### src/rtl/lcdq_pkg.sv
package lcdq_pkg;
  localparam int LVW = 3;
  typedef enum logic [LVW-1:0] {
    LV_ZERO  = 3'd0,
    LV_THIRD = 3'd1,
    LV_TWOTH = 3'd2,
    LV_FULL  = 3'd3,
    LV_HALF  = 3'd4,
    LV_KEY   = 3'd5
  } lvl_e;
endpackage

### src/rtl/lcdq_timebase.sv
module lcdq_timebase #(
  parameter int HALF_LEN = 64,
  parameter int NCOM     = 4,
  localparam int HW  = $clog2(HALF_LEN),
  localparam int CSW = $clog2(NCOM),
  localparam int CW  = HW + 1 + CSW
) (
  input  logic           clk,
  input  logic           rst,
  input  logic           hold,
  output logic [CSW-1:0] com_sel,
  output logic           phase_b
);
  logic [CW-1:0] cnt;

  always_ff @(posedge clk) begin
    if (rst || hold) cnt <= '0;
    else             cnt <= cnt + 1'b1;
  end

  assign com_sel = cnt[CW-1 -: CSW];
  assign phase_b = cnt[HW];
endmodule

### src/rtl/lcdq_com_drv.sv
module lcdq_com_drv
  import lcdq_pkg::*;
#(
  parameter int NCOM = 4,
  localparam int CSW = $clog2(NCOM)
) (
  input  logic [CSW-1:0]      com_sel,
  input  logic                phase_b,
  input  logic                half_bias,
  input  logic                sleep,
  output logic [NCOM*LVW-1:0] com_nxt
);
  for (genvar c = 0; c < NCOM; c++) begin : g_com
    lvl_e lv;
    always_comb begin
      if (sleep)                 lv = LV_ZERO;
      else if (com_sel == CSW'(c)) lv = phase_b ? LV_ZERO : LV_FULL;
      else if (half_bias)        lv = LV_HALF;
      else                       lv = phase_b ? LV_TWOTH : LV_THIRD;
    end
    assign com_nxt[c*LVW +: LVW] = lv;
  end
endmodule

### src/rtl/lcdq_seg_cell.sv
module lcdq_seg_cell
  import lcdq_pkg::*;
#(
  parameter int PIN  = 0,
  parameter int NCOM = 4,
  parameter int NSEG = 24,
  parameter int NGPO = 4,
  localparam int CSW = $clog2(NCOM),
  localparam bit GPO_OK  = (PIN < NGPO),
  localparam bit KEY_LO  = (PIN == NSEG - 2),
  localparam bit KEY_HI  = (PIN == NSEG - 1)
) (
  input  logic [NCOM-1:0] nib,
  input  logic [CSW-1:0]  com_sel,
  input  logic            phase_b,
  input  logic            half_bias,
  input  logic            blank,
  input  logic            sleep,
  input  logic [2:0]      gpo_cnt,
  input  logic [1:0]      key_mode,
  output logic [LVW-1:0]  lvl
);
  logic is_gpo, is_key, seg_on;
  lvl_e lv;

  assign is_gpo = GPO_OK && (int'(gpo_cnt) > PIN);
  assign is_key = (KEY_LO && key_mode == 2'd0) || (KEY_HI && key_mode <= 2'd1);
  assign seg_on = nib[com_sel] && !blank;

  always_comb begin
    if (is_gpo)         lv = nib[0] ? LV_FULL : LV_ZERO;
    else if (is_key)    lv = LV_KEY;
    else if (sleep)     lv = LV_ZERO;
    else if (seg_on)    lv = phase_b ? LV_FULL : LV_ZERO;
    else if (half_bias) lv = phase_b ? LV_ZERO : LV_FULL;
    else                lv = phase_b ? LV_THIRD : LV_TWOTH;
  end

  assign lvl = lv;
endmodule

### src/rtl/lcdq_wave_seq.sv
module lcdq_wave_seq
  import lcdq_pkg::*;
#(
  parameter int HALF_LEN = 64,
  parameter int NCOM     = 4,
  parameter int NSEG     = 24,
  parameter int NGPO     = 4,
  localparam int CSW = $clog2(NCOM)
) (
  input  logic                   clk,
  input  logic                   rst,
  input  logic [NSEG*NCOM-1:0]   disp_data,
  input  logic                   half_bias,
  input  logic                   blank,
  input  logic                   sleep,
  input  logic [2:0]             gpo_sel,
  input  logic [1:0]             key_mode,
  output logic [NCOM*LVW-1:0]    com_lvl,
  output logic [NSEG*LVW-1:0]    seg_lvl
);
  logic [CSW-1:0]       com_sel;
  logic                 phase_b;
  logic [2:0]           gpo_cnt;
  logic [NCOM*LVW-1:0]  com_nxt;
  logic [NSEG*LVW-1:0]  seg_nxt;

  assign gpo_cnt = (gpo_sel > 3'(NGPO)) ? 3'(NGPO) : gpo_sel;

  lcdq_timebase #(.HALF_LEN(HALF_LEN), .NCOM(NCOM)) u_tb (
    .clk(clk), .rst(rst), .hold(sleep), .com_sel(com_sel), .phase_b(phase_b)
  );

  lcdq_com_drv #(.NCOM(NCOM)) u_com (
    .com_sel(com_sel), .phase_b(phase_b), .half_bias(half_bias),
    .sleep(sleep), .com_nxt(com_nxt)
  );

  for (genvar n = 0; n < NSEG; n++) begin : g_seg
    lcdq_seg_cell #(.PIN(n), .NCOM(NCOM), .NSEG(NSEG), .NGPO(NGPO)) u_cell (
      .nib(disp_data[n*NCOM +: NCOM]), .com_sel(com_sel), .phase_b(phase_b),
      .half_bias(half_bias), .blank(blank), .sleep(sleep),
      .gpo_cnt(gpo_cnt), .key_mode(key_mode), .lvl(seg_nxt[n*LVW +: LVW])
    );
  end

  always_ff @(posedge clk) begin
    if (rst) begin
      com_lvl <= '0;
      seg_lvl <= '0;
    end else begin
      com_lvl <= com_nxt;
      seg_lvl <= seg_nxt;
    end
  end
endmodule

### config.mk
export PLATFORM = sky130hd
export DESIGN_NAME = lcdq_wave_seq
export DESIGN_NICKNAME = d
export VERILOG_FILES = /design/src/rtl/lcdq_pkg.sv /design/src/rtl/lcdq_timebase.sv /design/src/rtl/lcdq_com_drv.sv /design/src/rtl/lcdq_seg_cell.sv /design/src/rtl/lcdq_wave_seq.sv
export SDC_FILE = /design/constraint.sdc
export NUM_CORES = 1
export LEC_CHECK = 0
export BUFFER_PORTS_ARGS = -buffer_cell sky130_fd_sc_hd__clkbuf_2
export CAP_MARGIN = 15
export CORE_ASPECT_RATIO = 0.5
export CORE_MARGIN = 10
export CORE_UTILIZATION = 38
export CTS_BUF_LIST = sky130_fd_sc_hd__clkbuf_2 sky130_fd_sc_hd__clkbuf_4 sky130_fd_sc_hd__clkbuf_8
export CTS_CLUSTER_SIZE = 12
export DETAILED_ROUTE_END_ITERATION = 8
export PLACE_DENSITY = 0.71
export SETUP_SLACK_MARGIN = 0.2
export SYNTH_ARGS = -nofsm -noshare
export SYNTH_HDL_FRONTEND = slang
export SYNTH_SLANG_ARGS = --single-unit
### constraint.sdc
create_clock -name clk -period 2.2 [get_ports clk]
set_input_delay 0.55 -clock clk [delete_from_list [all_inputs] [get_ports clk]]
set_output_delay 0.55 -clock clk [all_outputs]
set_load 0.03 [all_outputs]
==> results.cfg, run 1 <==
[outcome]
outcome = complete, no violations

[floorplanning]
dieHeight_um = 87.3
core-area_mm2 = 0.00877
die_x_um = 155
num_rows = 24
dieArea_mm2 = 0.0135
start_util = 0.392
io_pins = 190

[global_routing]
antenna_found_initial = 0
grt_pass1_vias = 3199
gr-total-overflow = 0
track_usage = 0.150
grt_max_degree = 37
grt_pass1_wl_um = 16200

[yosys]
post-synth-top-count-cell = dfxtp_1
avgSynthCellArea_um2 = 10.4
synth_common_cells = dfxtp_1, mux2i_1, o21ai_0, nand3_1, buf_4
synth_largest_area_cell = dfxtp_1
ys_seq_area_frac = 0.413
synthTopCellsByArea = dfxtp_1, mux2i_1, mux4_2
ys_dominant_reg_cell = dfxtp_1
synth-edff-count = 0
synth_cell_type_count = 42
synth_warnings = 0
async_reset_ff_frac = 0
synth_top_area_frac = 0.413
synth_seq_cells = 71
syn-cell-area_mm2 = 0.00344
syn_inst = 331

[critical_path]
critPathTopFamily = simple AND/OR/NAND/NOR gates
critPathLaunch = u_tb.cnt[6]
reg2reg_slack_ps = 400
reg2reg_depth = 6
worstPathCellList = clkinv_1 > ha_1 > or2_2 > and2_1 > mux2i_1 > o21ai_0
cpMaxStageDelayCell = dfxtp_2
crit_type = flip-flop to flip-flop
crit_buf_inv = 1
reg2reg_from = u_tb.cnt[6]
required_ps = 2430
critPathCaptureType = flip-flop
max_stage_delay_ps = 410
r2r-end = seg_lvl[7]
cp-endpoint = seg_lvl[7]
crit_arrival_ps = 2030
crit_path_max_fanout = 7
crit_path_start_kind = flip-flop
crit_cells = 6

[power]
peakVddDrop_v = 0.000331
leakagePower_uw = 0.00213
p_per_area_mw_per_mm2 = 647
p_total_uw = 2930

[cells_and_area]
syn_to_final_growth_pct = 31.6
layout.nets = 608
drive_gt1_frac = 0.443
diodes = 0

[placed_design]
portBuffers = 167
place_hpwl_um = 8530
place.gp.congestion = 0.846

[cts]
worstSkewPairLatency_ps = 340
postCtsHoldBufs = 0
h-tree-depth = 3
postCtsSetupBuffers = 0
clock-root-buffer = clkbuf_8
cts_sinks = 71
clkTransAtPathRegs_ps = 70
numCtsBuffers = 9
clockBufferDepth = 2
tritoncts = yes

[sta]
fin_crit_ps = 1800
setup_tns_ps = 0
holdWs_ps = 399
setup-violations-final = 0
slew_viol_final = 0
tightest_slew_ps = 504
hold_viol_final = 0
post-route-period-util = 0.818
finClkSkew_ps = 4.67
max-slew-margin-rel = 0.664
max_freq_ghz = 0.555
rsz0062_at_grt = false

[route]
final_antenna_net_count = 0
drc_errors = 0
first_pass_iters = 4
wl_per_cell_um = 17.1
totalWireLength_um = 10600
vias = 2960
drt_iter0_markers = 140
vias_per_cell = 4.77

[job]
max_cap_violations = 0

[worst_hold_path]
holdPathStages = 2
hold_path.class = input pin to flip-flop
worst min path at each step:
stage / startpoint / to
floorplan: u_tb.cnt[0] / u_tb.cnt[0]
global placement: u_tb.cnt[0] / u_tb.cnt[0]
detailed placement: u_tb.cnt[0] / u_tb.cnt[0]
CTS: key_mode[0] / seg_lvl[68]
global route: key_mode[0] / seg_lvl[68]
finish: key_mode[0] / seg_lvl[68]
registers in the layout, indices dropped and copies added (netlist names):
name / count
com_lvl: 12
u_tb.cnt: 9
seg_lvl: 50
worst reg2reg max path: stages, from the launching register on:
cell and delay, ps:
dfxtp_2 410, clkinv_1 170, ha_1 270, or2_2 360
and2_1 210, mux2i_1 160, o21ai_0 100
cell usage in the layout (no fill, tap or decap), types with 3 or more instances in the layout:
cell type and count:
mux2i_1 38, nand2_1 13, clkbuf_2 167, buf_4 11, mux4_2 16, clkbuf_8 12
nor2_1 13, o21ai_0 30, o22ai_2 3, a21oi_1 12, or3_1 4, nand2b_1 22
dfxtp_1 69, or2_2 3, conb_1 22, and3_1 3, nand3_1 25, ha_1 4
layout make-up:
type	instances	area, um^2
clock inverter	3	40.0
tap	117	146
timing repair buffer	178	918
multi-input combinational	235	1810
clock buffer	13	173
sequential	71	1420
inverter	3	11.3
fill	845	4240
metrics by stage:
stage                     worst slack (ps)  cell area (um^2)  instances  utilization
final                                  399              4530        620        0.516
after global placement                 321              4310        604        0.492
after detailed placement               267              4310        604        0.492
after CTS                              275              4530        620        0.516
after floorplan                        367              3520        352            -
after global routing                   295              4530        620        0.516
report_power, final:
| group | internal, uW | leakage [uW] | switching (uW) |
|---|---|---|---|
| clock network | 626 | 0.000113 | 460 |
| logic | 182 | 0.00143 | 310 |
| registers | 1340 | 0.000583 | 15.0 |
cells by family (layout without fill, tap and decap cells):
group,after synthesis,in the layout,synth area share
AOI/OAI and AO/OA,58,58,0.110
buffers and inverters,46,197,0.0829
other,1,22,0.00109
xor gates and xnor gates,4,4,0.0102
adders and majority gates,4,4,0.0146
DFF,71,71,0.413
and+or+nand+nor,91,91,0.137
muxes,56,56,0.231
routing by layer:
metal	vias up	part of all wire	global-route usage
met5	-	0	0
met4	0	0.018	0.0588
met3	16	0.048	0.0449
met2	95	0.54	0.277
met1	1371	0.40	0.161
li1	1478	-	-
timing repair:
| item | in CTS | in global routing |
|---|---|---|
| endpoints found under the setup margin | 0 | 5 |
| endpoints found under the hold margin | 0 | 0 |
| resized for setup | 0 | 1 |
No activity file was read; power rests on OpenSTA's default activity.
==> run 2, diff against run 1 <==
PLACE_DENSITY = 0.74   (was 0.71)
clock period = 1.6 ns   (was 2.2 ns; I/O delays follow)
==> results.cfg, run 2 (synthesized netlist as in run 1, its figures left out) <==
[cells_and_area]
layout.nets = 617
most-common-layout-cells = clkbuf_2, dfxtp_1, mux2i_1
registers.top_by_ff_count = seg_lvl
top_regs = seg_lvl (50), com_lvl (12), u_tb.cnt (9)
drive_gt1_frac = 0.564
syn_to_final_growth_pct = 47.0
fin_area_mm2 = 0.00506
n_fill_cell = 741
final_common_cell = clkbuf_2
diodes = 0
largest_register_ffs = 50

[worst_hold_path]
hp-start = key_mode[0]
hold_path.class = input pin to flip-flop

[global_routing]
antenna_found_initial = 0
use_met2 = 0.282
track_usage = 0.155
grt_pass1_wl_um = 16800
top_usage_layer = met2
grt_use_met1 = 0.167
met3_usage = 0.0483
grt_pass1_vias = 3326
grt_max_degree = 37
gr-total-overflow = 0

[critical_path]
critPathCaptureType = flip-flop
crit_arrival_ps = 1790
reg2reg_from = u_tb.cnt[7]
critPathLaunch = u_tb.cnt[7]
crit_type = flip-flop to flip-flop
crit_path_start_kind = flip-flop
crit_path_max_fanout = 6
required_ps = 1870

[power]
seq_power_share = 0.426
p_sw_frac = 0.264
peakVddDrop_v = 0.000496
p_int_uw = 3210
leakagePower_uw = 0.00237
p_switching_uw = 1150
clkPwrFrac = 0.397
share_comb_of_total_power = 0.177
p_per_area_mw_per_mm2 = 862

[route]
drt_iter0_markers = 158
first_pass_iters = 4
vias = 3160
drc_errors = 0
wl_per_cell_um = 17.9
totalWireLength_um = 11300
final_antenna_net_count = 0
vias_per_cell = 5.02

[placed_design]
place.gp.congestion = 0.812
portBuffers = 167
dpl_cell_area_mm2 = 0.00440
place_hpwl_um = 8430

[sta]
setup-violations-final = 0
hold_viol_final = 0
post-route-period-util = 0.948
setup_tns_ps = 0
rsz0062_at_grt = true
max_freq_ghz = 0.659
finClkSkew_ps = 7.33
fin_crit_ps = 1520
slew_viol_final = 0

[job]
max_cap_violations = 0

[cts]
h-tree-depth = 3
clockBufferDepth = 2
numCtsBuffers = 9
postCtsHoldBufs = 0
tritoncts = yes
clock-root-buffer = clkbuf_8
cts_sinks = 71
clkTransAtPathRegs_ps = 80
worstSkewPairLatency_ps = 350

[floorplanning]
io_pins = 190
dieHeight_um = 87.3
core-area_mm2 = 0.00877
num_rows = 24
die_x_um = 155
dieArea_mm2 = 0.0135
start_util = 0.392

[outcome]
outcome = complete, no violations
## run 2: changes by cell type in the layout (fill, tap and decap cells not counted), moves of 17 or more
cell      before  now
nand2b_1      22    2
nand2b_4       0   21
nand3_1       25    7
nand3_2        0   18
o21ai_0       30    9
o21ai_1        0   17
## run 2: through the flow
stage | power, uW | utilization | std cells | hold slack, ps | worst slack [ps]
global placement | 2580 | 0.502 | 606 | 429 | 26.2
finish | 4360 | 0.577 | 629 | 239 | 82.6
global route | 4550 | 0.577 | 629 | 226 | 12.4
detailed placement | 2600 | 0.502 | 606 | 444 | -2.95
CTS | 4380 | 0.567 | 629 | 224 | 100
floorplan | 2370 | - | 352 | 418 | 201
## run 2: area by class of cell
class                      count  area [um^2]  area share
tap                          117          146      0.0289
multi-input combinational    235         2130       0.421
inverter                       3         23.8     0.00470
timing repair buffer         187         1080       0.214
clock inverter                 6          108      0.0213
clock buffer                  10          138      0.0272
sequential                    71         1430       0.283
## run 2: per-layer routing
layer | share of wire | routed length, um | up-vias
li1 | - | - | 1503
met1 | 0.39 | 4440 | 1536
met2 | 0.54 | 6050 | 102
met3 | 0.050 | 563 | 19
met4 | 0.018 | 206 | 0
met5 | 0 | 0 | -
## run 2: power by group through the flow
| stage | Sequential [uW] | Clock, uW | Combinational, uW |
|---|---|---|---|
| detailed placement | 1900 | 0 | 697 |
| floorplan | 2040 | 0 | 325 |
| CTS | 1860 | 1760 | 757 |
| global route | 1860 | 1860 | 823 |
| global placement | 1900 | 0 | 686 |
| finish | 1860 | 1730 | 774 |
## run 2: what timing repair did
item	in CTS	in global routing
endpoints found under the setup margin	48	52
buffers inserted	5	0
resized for setup	56	23
pin swaps	1	4
cloned	2	0
## run 2: final timing paths
kind | end | slack (ps) | depth (start not counted)
worst max-delay path | seg_lvl[52] | 80 | 4
worst min register to register | u_tb.cnt[0] | 470 | 1
worst min-delay path | seg_lvl[68] | 240 | 2
worst max register to register | seg_lvl[52] | 80 | 4
## run 2: critical path: stages, from the launching register on
cell      delay (ps)
dfxtp_4          440
buf_12           150
mux4_2           530
nand2b_4         110
mux2i_1          200
